$ cat config.mk
export PLATFORM = sky130hd
export DESIGN_NAME = slot_dir
export DESIGN_NICKNAME = d
export VERILOG_FILES = /design/src/rtl/sdir_pkg.sv /design/src/rtl/sdir_map_ram.sv /design/src/rtl/sdir_ctrl.sv /design/src/rtl/slot_dir.sv
export SDC_FILE = /design/constraint.sdc
export NUM_CORES = 2
export LEC_CHECK = 0
export ABC_AREA = 1
export BUFFER_PORTS_ARGS = -buffer_cell sky130_fd_sc_hd__buf_2
export CAP_MARGIN = 25
export CELL_PAD_IN_SITES_DETAIL_PLACEMENT = 1
export CELL_PAD_IN_SITES_GLOBAL_PLACEMENT = 1
export CORE_UTILIZATION = 44
export CTS_CLUSTER_SIZE = 12
export DETAILED_ROUTE_END_ITERATION = 10
export PLACE_DENSITY = 0.85
export SYNTH_ARGS = -nofsm -noshare
export SYNTH_HDL_FRONTEND = slang
export SYNTH_SLANG_ARGS = --single-unit
$ cat constraint.sdc
create_clock -name clk -period 4.2 [get_ports clk]
set_input_delay 0.42 -clock clk [delete_from_list [all_inputs] [get_ports clk]]
set_output_delay 0.42 -clock clk [all_outputs]
set_load 0.01 [all_outputs]
$ cat src/rtl/sdir_pkg.sv
// Shared operation codes, status codes and controller states for the
// slot directory. Assumes an 8-bit status field.
package sdir_pkg;
    typedef enum logic [2:0] {
        OP_LOOKUP = 3'd0,
        OP_FREE   = 3'd1,
        OP_CLEAR  = 3'd2,
        OP_INSERT = 3'd3,
        OP_NEXT   = 3'd4
    } sdir_op_e;

    typedef enum logic [1:0] {
        S_IDLE,
        S_LOOK,
        S_FREE,
        S_ITER
    } sdir_state_e;

    localparam logic [7:0] ST_OK     = 8'h00;
    localparam logic [7:0] ST_FULL   = 8'h01;
    localparam logic [7:0] ST_BAD    = 8'h03;
    localparam logic [7:0] ST_ABSENT = 8'h05;
endpackage

$ cat src/rtl/sdir_map_ram.sv
// Slot map storage: one identifier register per slot.
// It has a single write port and an asynchronous read port.
// A read at an index outside the table returns zero.
// Assumes that all writes come from the controller.
module sdir_map_ram #(
    parameter int ID_W  = 64,
    parameter int SLOTS = 16,
    parameter int IDX_W = 5
) (
    input  logic             clk,
    input  logic             rst_n,
    input  logic [IDX_W-1:0] rd_idx,
    output logic [ID_W-1:0]  rd_data,
    input  logic             wr_en,
    input  logic [IDX_W-1:0] wr_idx,
    input  logic [ID_W-1:0]  wr_data
);
    localparam int AW = (SLOTS > 1) ? $clog2(SLOTS) : 1;
    localparam logic [IDX_W-1:0] LAST_I = IDX_W'(SLOTS);

    logic [ID_W-1:0] mem [SLOTS];

    for (genvar g = 0; g < SLOTS; g++) begin : g_slot
        // Holds one slot entry; reset marks the slot as free.
        always_ff @(posedge clk) begin
            if (!rst_n)
                mem[g] <= '0;
            else if (wr_en && (wr_idx == IDX_W'(g)))
                mem[g] <= wr_data;
        end
    end

    // Reads the addressed slot, or zero when the index is past the table.
    always_comb begin
        rd_data = '0;
        if (rd_idx < LAST_I)
            rd_data = mem[rd_idx[AW-1:0]];
    end

    AST_WR_RANGE: assert property (@(posedge clk) disable iff (!rst_n)
        wr_en |-> (wr_idx < LAST_I));
endmodule

$ cat src/rtl/sdir_ctrl.sv
// Scan controller for the slot directory. It accepts one operation at a time,
// walks the slot map one entry per cycle, keeps the record count and the
// iterator cursor, and reports each result on a one-cycle done pulse.
// Assumes that start is a one-cycle pulse and that the operands are valid with it.
module sdir_ctrl
    import sdir_pkg::*;
#(
    parameter int ID_W  = 64,
    parameter int SLOTS = 16,
    parameter int FIRST = 3,
    parameter int IDX_W = 5
) (
    input  logic             clk,
    input  logic             rst_n,
    input  logic             start,
    input  logic [2:0]       op,
    input  logic [ID_W-1:0]  id_in,
    input  logic             iter_first,
    output logic             busy,
    output logic             done,
    output logic [IDX_W-1:0] res_idx,
    output logic [ID_W-1:0]  res_id,
    output logic [7:0]       status,
    output logic [IDX_W-1:0] rec_count,
    output logic [IDX_W-1:0] rd_idx,
    input  logic [ID_W-1:0]  rd_data,
    output logic             wr_en,
    output logic [IDX_W-1:0] wr_idx,
    output logic [ID_W-1:0]  wr_data
);
    localparam logic [IDX_W-1:0] FIRST_I = IDX_W'(FIRST);
    localparam logic [IDX_W-1:0] LAST_I  = IDX_W'(SLOTS);
    localparam logic [IDX_W-1:0] CAP_I   = IDX_W'(SLOTS - FIRST);
    localparam logic [ID_W-1:0]  ALL1    = {ID_W{1'b1}};

    sdir_state_e      state_q;
    sdir_op_e         op_q;
    sdir_op_e         op_in;
    logic [ID_W-1:0]  id_q;
    logic [IDX_W-1:0] ptr_q, seen_q, cnt_q, cur_q, idx_q;
    logic [ID_W-1:0]  rid_q;
    logic [7:0]       st_q;
    logic             done_q;
    logic             at_end, look_stop, hit, empty, id_bad;

    assign op_in = sdir_op_e'(op);

    // Decodes the current scan step from the pointer and the entry read.
    always_comb begin
        at_end    = (ptr_q >= LAST_I);
        look_stop = at_end || (seen_q == cnt_q);
        hit       = (rd_data == id_q);
        empty     = (rd_data == '0);
        id_bad    = (id_in == '0) || (id_in == ALL1);
    end

    // Drives the map write for a clear hit or for an insert into a free slot.
    always_comb begin
        wr_en   = ((state_q == S_LOOK) && !look_stop && hit && (op_q == OP_CLEAR)) ||
                  ((state_q == S_FREE) && !at_end && empty && (op_q == OP_INSERT));
        wr_idx  = ptr_q;
        wr_data = (op_q == OP_CLEAR) ? '0 : id_q;
        rd_idx  = ptr_q;
    end

    // Sequences the operations and holds the results, count and cursor.
    always_ff @(posedge clk) begin
        if (!rst_n) begin
            state_q <= S_IDLE;
            op_q    <= OP_LOOKUP;
            id_q    <= '0;
            ptr_q   <= FIRST_I;
            seen_q  <= '0;
            cnt_q   <= '0;
            cur_q   <= FIRST_I;
            idx_q   <= '0;
            rid_q   <= '0;
            st_q    <= ST_OK;
            done_q  <= 1'b0;
        end else begin
            done_q <= 1'b0;
            case (state_q)
                S_IDLE: begin
                    if (start) begin
                        op_q   <= op_in;
                        id_q   <= id_in;
                        ptr_q  <= FIRST_I;
                        seen_q <= '0;
                        rid_q  <= '0;
                        idx_q  <= '0;
                        case (op_in)
                            OP_LOOKUP: begin
                                if (id_in == '0) begin
                                    st_q   <= ST_ABSENT;
                                    done_q <= 1'b1;
                                end else begin
                                    state_q <= S_LOOK;
                                end
                            end
                            OP_CLEAR, OP_INSERT: begin
                                if (id_bad) begin
                                    st_q   <= ST_BAD;
                                    done_q <= 1'b1;
                                end else begin
                                    state_q <= S_LOOK;
                                end
                            end
                            OP_FREE: state_q <= S_FREE;
                            OP_NEXT: begin
                                if (cnt_q == '0) begin
                                    rid_q  <= ALL1;
                                    cur_q  <= FIRST_I;
                                    st_q   <= ST_OK;
                                    done_q <= 1'b1;
                                end else begin
                                    ptr_q   <= iter_first ? FIRST_I : cur_q;
                                    state_q <= S_ITER;
                                end
                            end
                            default: begin
                                st_q   <= ST_BAD;
                                done_q <= 1'b1;
                            end
                        endcase
                    end
                end
                S_LOOK: begin
                    if (look_stop) begin
                        if (op_q == OP_INSERT) begin
                            ptr_q   <= FIRST_I;
                            state_q <= S_FREE;
                        end else begin
                            idx_q   <= '0;
                            st_q    <= ST_ABSENT;
                            done_q  <= 1'b1;
                            state_q <= S_IDLE;
                        end
                    end else if (hit) begin
                        if (op_q == OP_CLEAR)
                            cnt_q <= cnt_q - 1'b1;
                        idx_q   <= ptr_q;
                        st_q    <= ST_OK;
                        done_q  <= 1'b1;
                        state_q <= S_IDLE;
                    end else begin
                        ptr_q  <= ptr_q + 1'b1;
                        seen_q <= seen_q + {{(IDX_W-1){1'b0}}, ~empty};
                    end
                end
                S_FREE: begin
                    if (at_end) begin
                        idx_q   <= '0;
                        st_q    <= ST_FULL;
                        done_q  <= 1'b1;
                        state_q <= S_IDLE;
                    end else if (empty) begin
                        if (op_q == OP_INSERT)
                            cnt_q <= cnt_q + 1'b1;
                        idx_q   <= ptr_q;
                        st_q    <= ST_OK;
                        done_q  <= 1'b1;
                        state_q <= S_IDLE;
                    end else begin
                        ptr_q <= ptr_q + 1'b1;
                    end
                end
                S_ITER: begin
                    if (at_end) begin
                        rid_q   <= ALL1;
                        idx_q   <= '0;
                        cur_q   <= FIRST_I;
                        st_q    <= ST_OK;
                        done_q  <= 1'b1;
                        state_q <= S_IDLE;
                    end else if (!empty) begin
                        rid_q   <= rd_data;
                        idx_q   <= ptr_q;
                        cur_q   <= ptr_q + 1'b1;
                        st_q    <= ST_OK;
                        done_q  <= 1'b1;
                        state_q <= S_IDLE;
                    end else begin
                        ptr_q <= ptr_q + 1'b1;
                    end
                end
                default: state_q <= S_IDLE;
            endcase
        end
    end

    assign busy      = (state_q != S_IDLE);
    assign done      = done_q;
    assign res_idx   = idx_q;
    assign res_id    = rid_q;
    assign status    = st_q;
    assign rec_count = cnt_q;

    AST_DONE_IDLE: assert property (@(posedge clk) disable iff (!rst_n)
        done_q |-> !busy);
    AST_IDX_WINDOW: assert property (@(posedge clk) disable iff (!rst_n)
        (done_q && (idx_q != '0)) |-> ((idx_q >= FIRST_I) && (idx_q < LAST_I)));
    AST_MISS_IDX: assert property (@(posedge clk) disable iff (!rst_n)
        (done_q && (st_q != ST_OK)) |-> (idx_q == '0));
    AST_COUNT_STEP: assert property (@(posedge clk) disable iff (!rst_n)
        (cnt_q == $past(cnt_q)) || (cnt_q == $past(cnt_q) + 1'b1) ||
        (cnt_q == $past(cnt_q) - 1'b1));
    AST_COUNT_CAP: assert property (@(posedge clk) disable iff (!rst_n)
        cnt_q <= CAP_I);
    AST_END_MARK: assert property (@(posedge clk) disable iff (!rst_n)
        (done_q && (rid_q == ALL1)) |-> ((idx_q == '0) && (cur_q == FIRST_I)));
endmodule

$ cat src/rtl/slot_dir.sv
// Record identifier slot directory top. It derives the first usable slot from
// the header size and connects the scan controller to the slot map storage.
// Assumes that SLOTS fits in IDX_W bits and that the header leaves at least one slot.
module slot_dir #(
    parameter int ID_W       = 64,
    parameter int SLOTS      = 16,
    parameter int SLOT_BYTES = 64,
    parameter int HDR_BYTES  = 24,
    localparam int HDR_TOTAL = HDR_BYTES + 8 * SLOTS,
    localparam int FIRST     = (HDR_TOTAL + SLOT_BYTES - 1) / SLOT_BYTES,
    localparam int IDX_W     = $clog2(SLOTS + 1)
) (
    input  logic             clk,
    input  logic             rst_n,
    input  logic             start,
    input  logic [2:0]       op,
    input  logic [ID_W-1:0]  id_in,
    input  logic             iter_first,
    output logic             busy,
    output logic             done,
    output logic [IDX_W-1:0] res_idx,
    output logic [ID_W-1:0]  res_id,
    output logic [7:0]       status,
    output logic [IDX_W-1:0] rec_count
);
    logic [IDX_W-1:0] rd_idx, wr_idx;
    logic [ID_W-1:0]  rd_data, wr_data;
    logic             wr_en;

    sdir_ctrl #(.ID_W(ID_W), .SLOTS(SLOTS), .FIRST(FIRST), .IDX_W(IDX_W)) u_ctrl (
        .clk(clk), .rst_n(rst_n), .start(start), .op(op), .id_in(id_in),
        .iter_first(iter_first), .busy(busy), .done(done), .res_idx(res_idx),
        .res_id(res_id), .status(status), .rec_count(rec_count),
        .rd_idx(rd_idx), .rd_data(rd_data), .wr_en(wr_en), .wr_idx(wr_idx),
        .wr_data(wr_data)
    );

    sdir_map_ram #(.ID_W(ID_W), .SLOTS(SLOTS), .IDX_W(IDX_W)) u_ram (
        .clk(clk), .rst_n(rst_n), .rd_idx(rd_idx), .rd_data(rd_data),
        .wr_en(wr_en), .wr_idx(wr_idx), .wr_data(wr_data)
    );
endmodule

==> metrics.md <==
| Metric | Value |
|---|---|
| Vias | `~54000` |
| Unrepaired setup endpoints after global routing | `yes` |
| Critical path start-end classification | `register to register` |
| Row count | `131` |
| Fillcell total | `approximately 14000` |
| Via density | `~6.6` |
| DP Cell Count | `7840` |
| Fin. max-slew vios | `0` |
| Clk slew on worst S/H paths | `about 0.080 ns` |
| R2R depth | `24` |
| Post-synth top cells | `nand2_1 (1220), nor2_1 (1079), edfxtp_1 (1024)` |
| Initial Util | `0.446` |
| Area of the multi-input gates | `around 20000 um^2` |
| Worst Hold Class | `primary input to register` |
| Post-synthesis sequential area ratio | `0.597` |
| Crit end category | `register` |
| Worst Hold End | `u_ctrl.id_q[7]` |
| Vias in the first global route | `53400` |
| CTS Root Cell | `clkbuf_16` |
| Post-Route Utilization | `0.533` |
| Worst Tran Pin Value | `between 1 and 1.5 ns` |
| Design Area, Final | `a little under 70000 um^2` |
| Syn. warnings | `0` |
| Largest net degree at the start of global routing | `118` |
| Tmin final | `between 5 and 6 ns` |
| Hold Crit Depth | `3` |
| Worst-path fanout max | `13` |
| Final worst path period share | `1.33` |
| First-pass GRT wire length | `between 300000 and 400000 um` |
| Cell mode on critical path | `nand2_1` |
| Final setup viols | `~2100` |
| RePlAce Congestion | `0.933` |
| Worst reg2reg setup slack | `-1.37 ns` |
| Top cells by area, synth | `edfxtp_1 (54%), nand2_1 (8.0%), nor2_1 (7.1%), dfxtp_1 (5.8%), nand3_1 (4.3%)` |
| Slew headroom | `0.220` |
| Critical Path RT | `about 4.6 ns` |
| Type of origin of the critical path | `register` |
| Post-DP HPWL | `around 150000 um` |
| Gr usage total | `0.354` |
| Avg WL per Cell | `32.6 um` |
| Max IR drop VDD | `roughly 0.00045 V` |
| Crit path largest cell delay | `around 0.90 ns` |
| FF+latch area | `between 30000 and 40000 um^2` |
| Delay-heaviest family, CP | `simple AND/OR/NAND/NOR gates` |
| Grt ovf | `0` |
| Slowest stage cell, crit path | `nor3_1` |
| Status | `finished, violations left` |
| CTS tree | `built` |
| Yosys top cell by area | `edfxtp_1` |
| Drt first pass iters | `6` |
| EDFF count, synth | `roughly 1000` |
| Final Hold Vio Count | `0` |
| DP Area | `slightly above 60000 um^2` |
| Max-cap check violation count | `0` |
| Post-synth ARST share | `0` |
| Share of layout cells above drive strength 1 | `0.185` |
| CTS sink count | `~1200` |
| Place WS | `-0.276 ns` |
| Chip width | `between 300 and 400 um` |
| Cell variety after synth | `47` |
| P_leak | `approximately 26 nW` |
| Routed Antenna Nets | `0` |
| Hold Crit Start | `id_in[7]` |
| TritonCTS Buffers | `roughly 120` |
| Pwr/cell area | `between 600 and 700 nW/um^2` |
| CORE AREA | `approximately 130000 um^2` |
| Count leader, synth | `nand2_1` |
| Drt drc | `0` |
| Cells after Synth | `approximately 6100` |
| Avg Inst Size Synth | `9.29 um^2` |
| Failing checks | `setup timing` |
| Synth Cell Area | `between 50000 and 60000 um^2` |
| Die area | `between 100000 and 150000 um^2` |
| Layout area overhead | `19.7%` |
| Max Freq | `~180 MHz` |
| Final WS setup | `-1.37 ns` |
| Setup TNS | `-870.48 ns` |
| Final Skew | `0.0845 ns` |
| Port Buf Inserts | `149` |
| Max Root-Sink Buffers | `3` |
| Worst-skew pair later-pin latency | `roughly 0.81 ns` |
| Synthesized flop and latch total | `1190` |
| Worst Path Buf+Inv | `6` |
| Top cell type's share of synthesized area | `0.539` |
| H-tree lvl count | `3` |
| Worst Path Arrival | `roughly 6.0 ns` |
| Primary FF master, synth | `edfxtp_1` |
| Die height | `362 um` |
| Number of DRC markers in iteration 0 | `8630` |
| Levels on crit path | `24` |
| Nets@finish | `roughly 6500` |
| Antenna violations before repair | `15` |
| Final WL | `267000 um` |
| Crit-path cells | `buf_12, buf_4, nor2_1, nor2_1, o21ai_1, nand3_1, nand3_1, nand2_1, nand2_1, nand2_1, nand2_1, nor2_4, nand2_1, nor2_1, nand2_1, nor2_2, buf_4, nand4_4, nand2_4, buf_4, nand4_4, buf_4, clkbuf_16, nor3_1` |
| Ports | `155` |
| Fin cells | `8198` |
| Reg-to-Reg End | `u_ram.mem[11][8]` |
==> logic make-up after synthesis <==
group                    synth area share
AND/OR/NAND/NOR                     0.271
XOR/XNOR                          0.00200
adder cells (fa/ha/maj)           0.00386
other                           0.0000657
flip-flops                          0.597
AO/OA/AOI/OAI                      0.0595
buffers and inverters              0.0665
==> flip-flops by register name, indices dropped and copies added (netlist names), named ones only <==
name and flops:
u_ctrl.state_q 2, u_ram.mem 1024, u_ctrl.cur_q 5, u_ctrl.rec_count 5, u_ctrl.id_q 64, u_ctrl.seen_q 5, u_ctrl.op_q 3, u_ctrl.res_id 64
u_ctrl.done 1, u_ctrl.status 3, u_ctrl.res_idx 5, u_ctrl.rd_idx 5
==> per-layer routing <==
| metal | part of all wire | routed length, um | GRT usage |
|---|---|---|---|
| met4 | 0.099 | 26500 | 0.261 |
| met5 | 0.00067 | 178 | 0 |
| met3 | 0.14 | 36800 | 0.0789 |
| met2 | 0.44 | 118000 | 0.562 |
| met1 | 0.32 | 86000 | 0.424 |
==> cell type report <==
class / count / share of cell area
Tap cell: 1729 / 0.0317
Antenna cell: 4 / 0.000147
Timing Repair Buffer: 595 / 0.100
Sequential cell: 1190 / 0.499
Clock inverter: 28 / 0.00346
Timing Repair inverter: 4 / 0.000678
Multi-Input combinational cell: 4120 / 0.293
Clock buffer: 195 / 0.0524
Inverter: 333 / 0.0192
==> what timing repair did <==
item | 4_1_cts | 5_1_grt
endpoints found under the setup margin | 2053 | 2131
endpoints found under the hold margin | 45 | 0
hold buffers | 45 | 0
gates resized for setup | 45 | 197
pin swaps | 2 | 22
gates cloned | 8 | 35
setup buffers | 9 | 34
==> cell usage in the layout, fill, tap and decap left out, types with 148 or more instances in the layout <==
| cell | count |
|---|---|
| buf_2 | 148 |
| buf_4 | 204 |
| clkbuf_16 | 156 |
| dfxtp_1 | 162 |
| edfxtp_1 | 1024 |
| inv_1 | 325 |
| nand2_1 | 1135 |
| nand3_1 | 471 |
| nor2_1 | 1063 |
| nor2_2 | 273 |
| nor3_1 | 291 |
| o21ai_0 | 302 |
==> where the power goes <==
part | switching (W) | internal [W] | total, W
combinational | 0.0127 | 0.00500 | 0.0177
clock | 0.00509 | 0.00593 | 0.0110
sequential | 0.000774 | 0.0136 | 0.0144
==> worst register-to-register path, stage by stage, from the launching register on <==
cell and delay, ns:
dfxtp_4 0.44, buf_12 0.23, buf_4 0.24, nor2_1 0.08
nor2_1 0.10, o21ai_1 0.14, nand3_1 0.11, nand3_1 0.07
nand2_1 0.60, nand2_1 0.19, nand2_1 0.15, nand2_1 0.16
nor2_4 0.20, nand2_1 0.10, nor2_1 0.11, nand2_1 0.08
nor2_2 0.11, buf_4 0.13, nand4_4 0.12, nand2_4 0.20
buf_4 0.15, nand4_4 0.12, buf_4 0.25, clkbuf_16 0.21
nor3_1 0.91
==> metrics by stage <==
stage               hold slack, ns  total power, W
floorplan                    0.438          0.0222
global placement             0.445          0.0283
detailed placement           0.457          0.0289
CTS                       0.000682          0.0400
global route                0.0366          0.0437
finish                      0.0175          0.0431
==> how the worst max path moves through the flow <==
| stage | end | slack, ns |
|---|---|---|
| final | u_ram.mem[11][8] | -1.37 |
| after global routing | u_ram.mem[11][8] | -1.26 |
| after CTS | u_ram.mem[4][37] | -0.03 |
| after detailed placement | u_ram.mem[10][37] | -0.28 |
| after global placement | u_ram.mem[4][36] | -0.16 |
| after floorplan | u_ram.mem[4][0] | 0.04 |
Power figures use the tool's default switching activity.
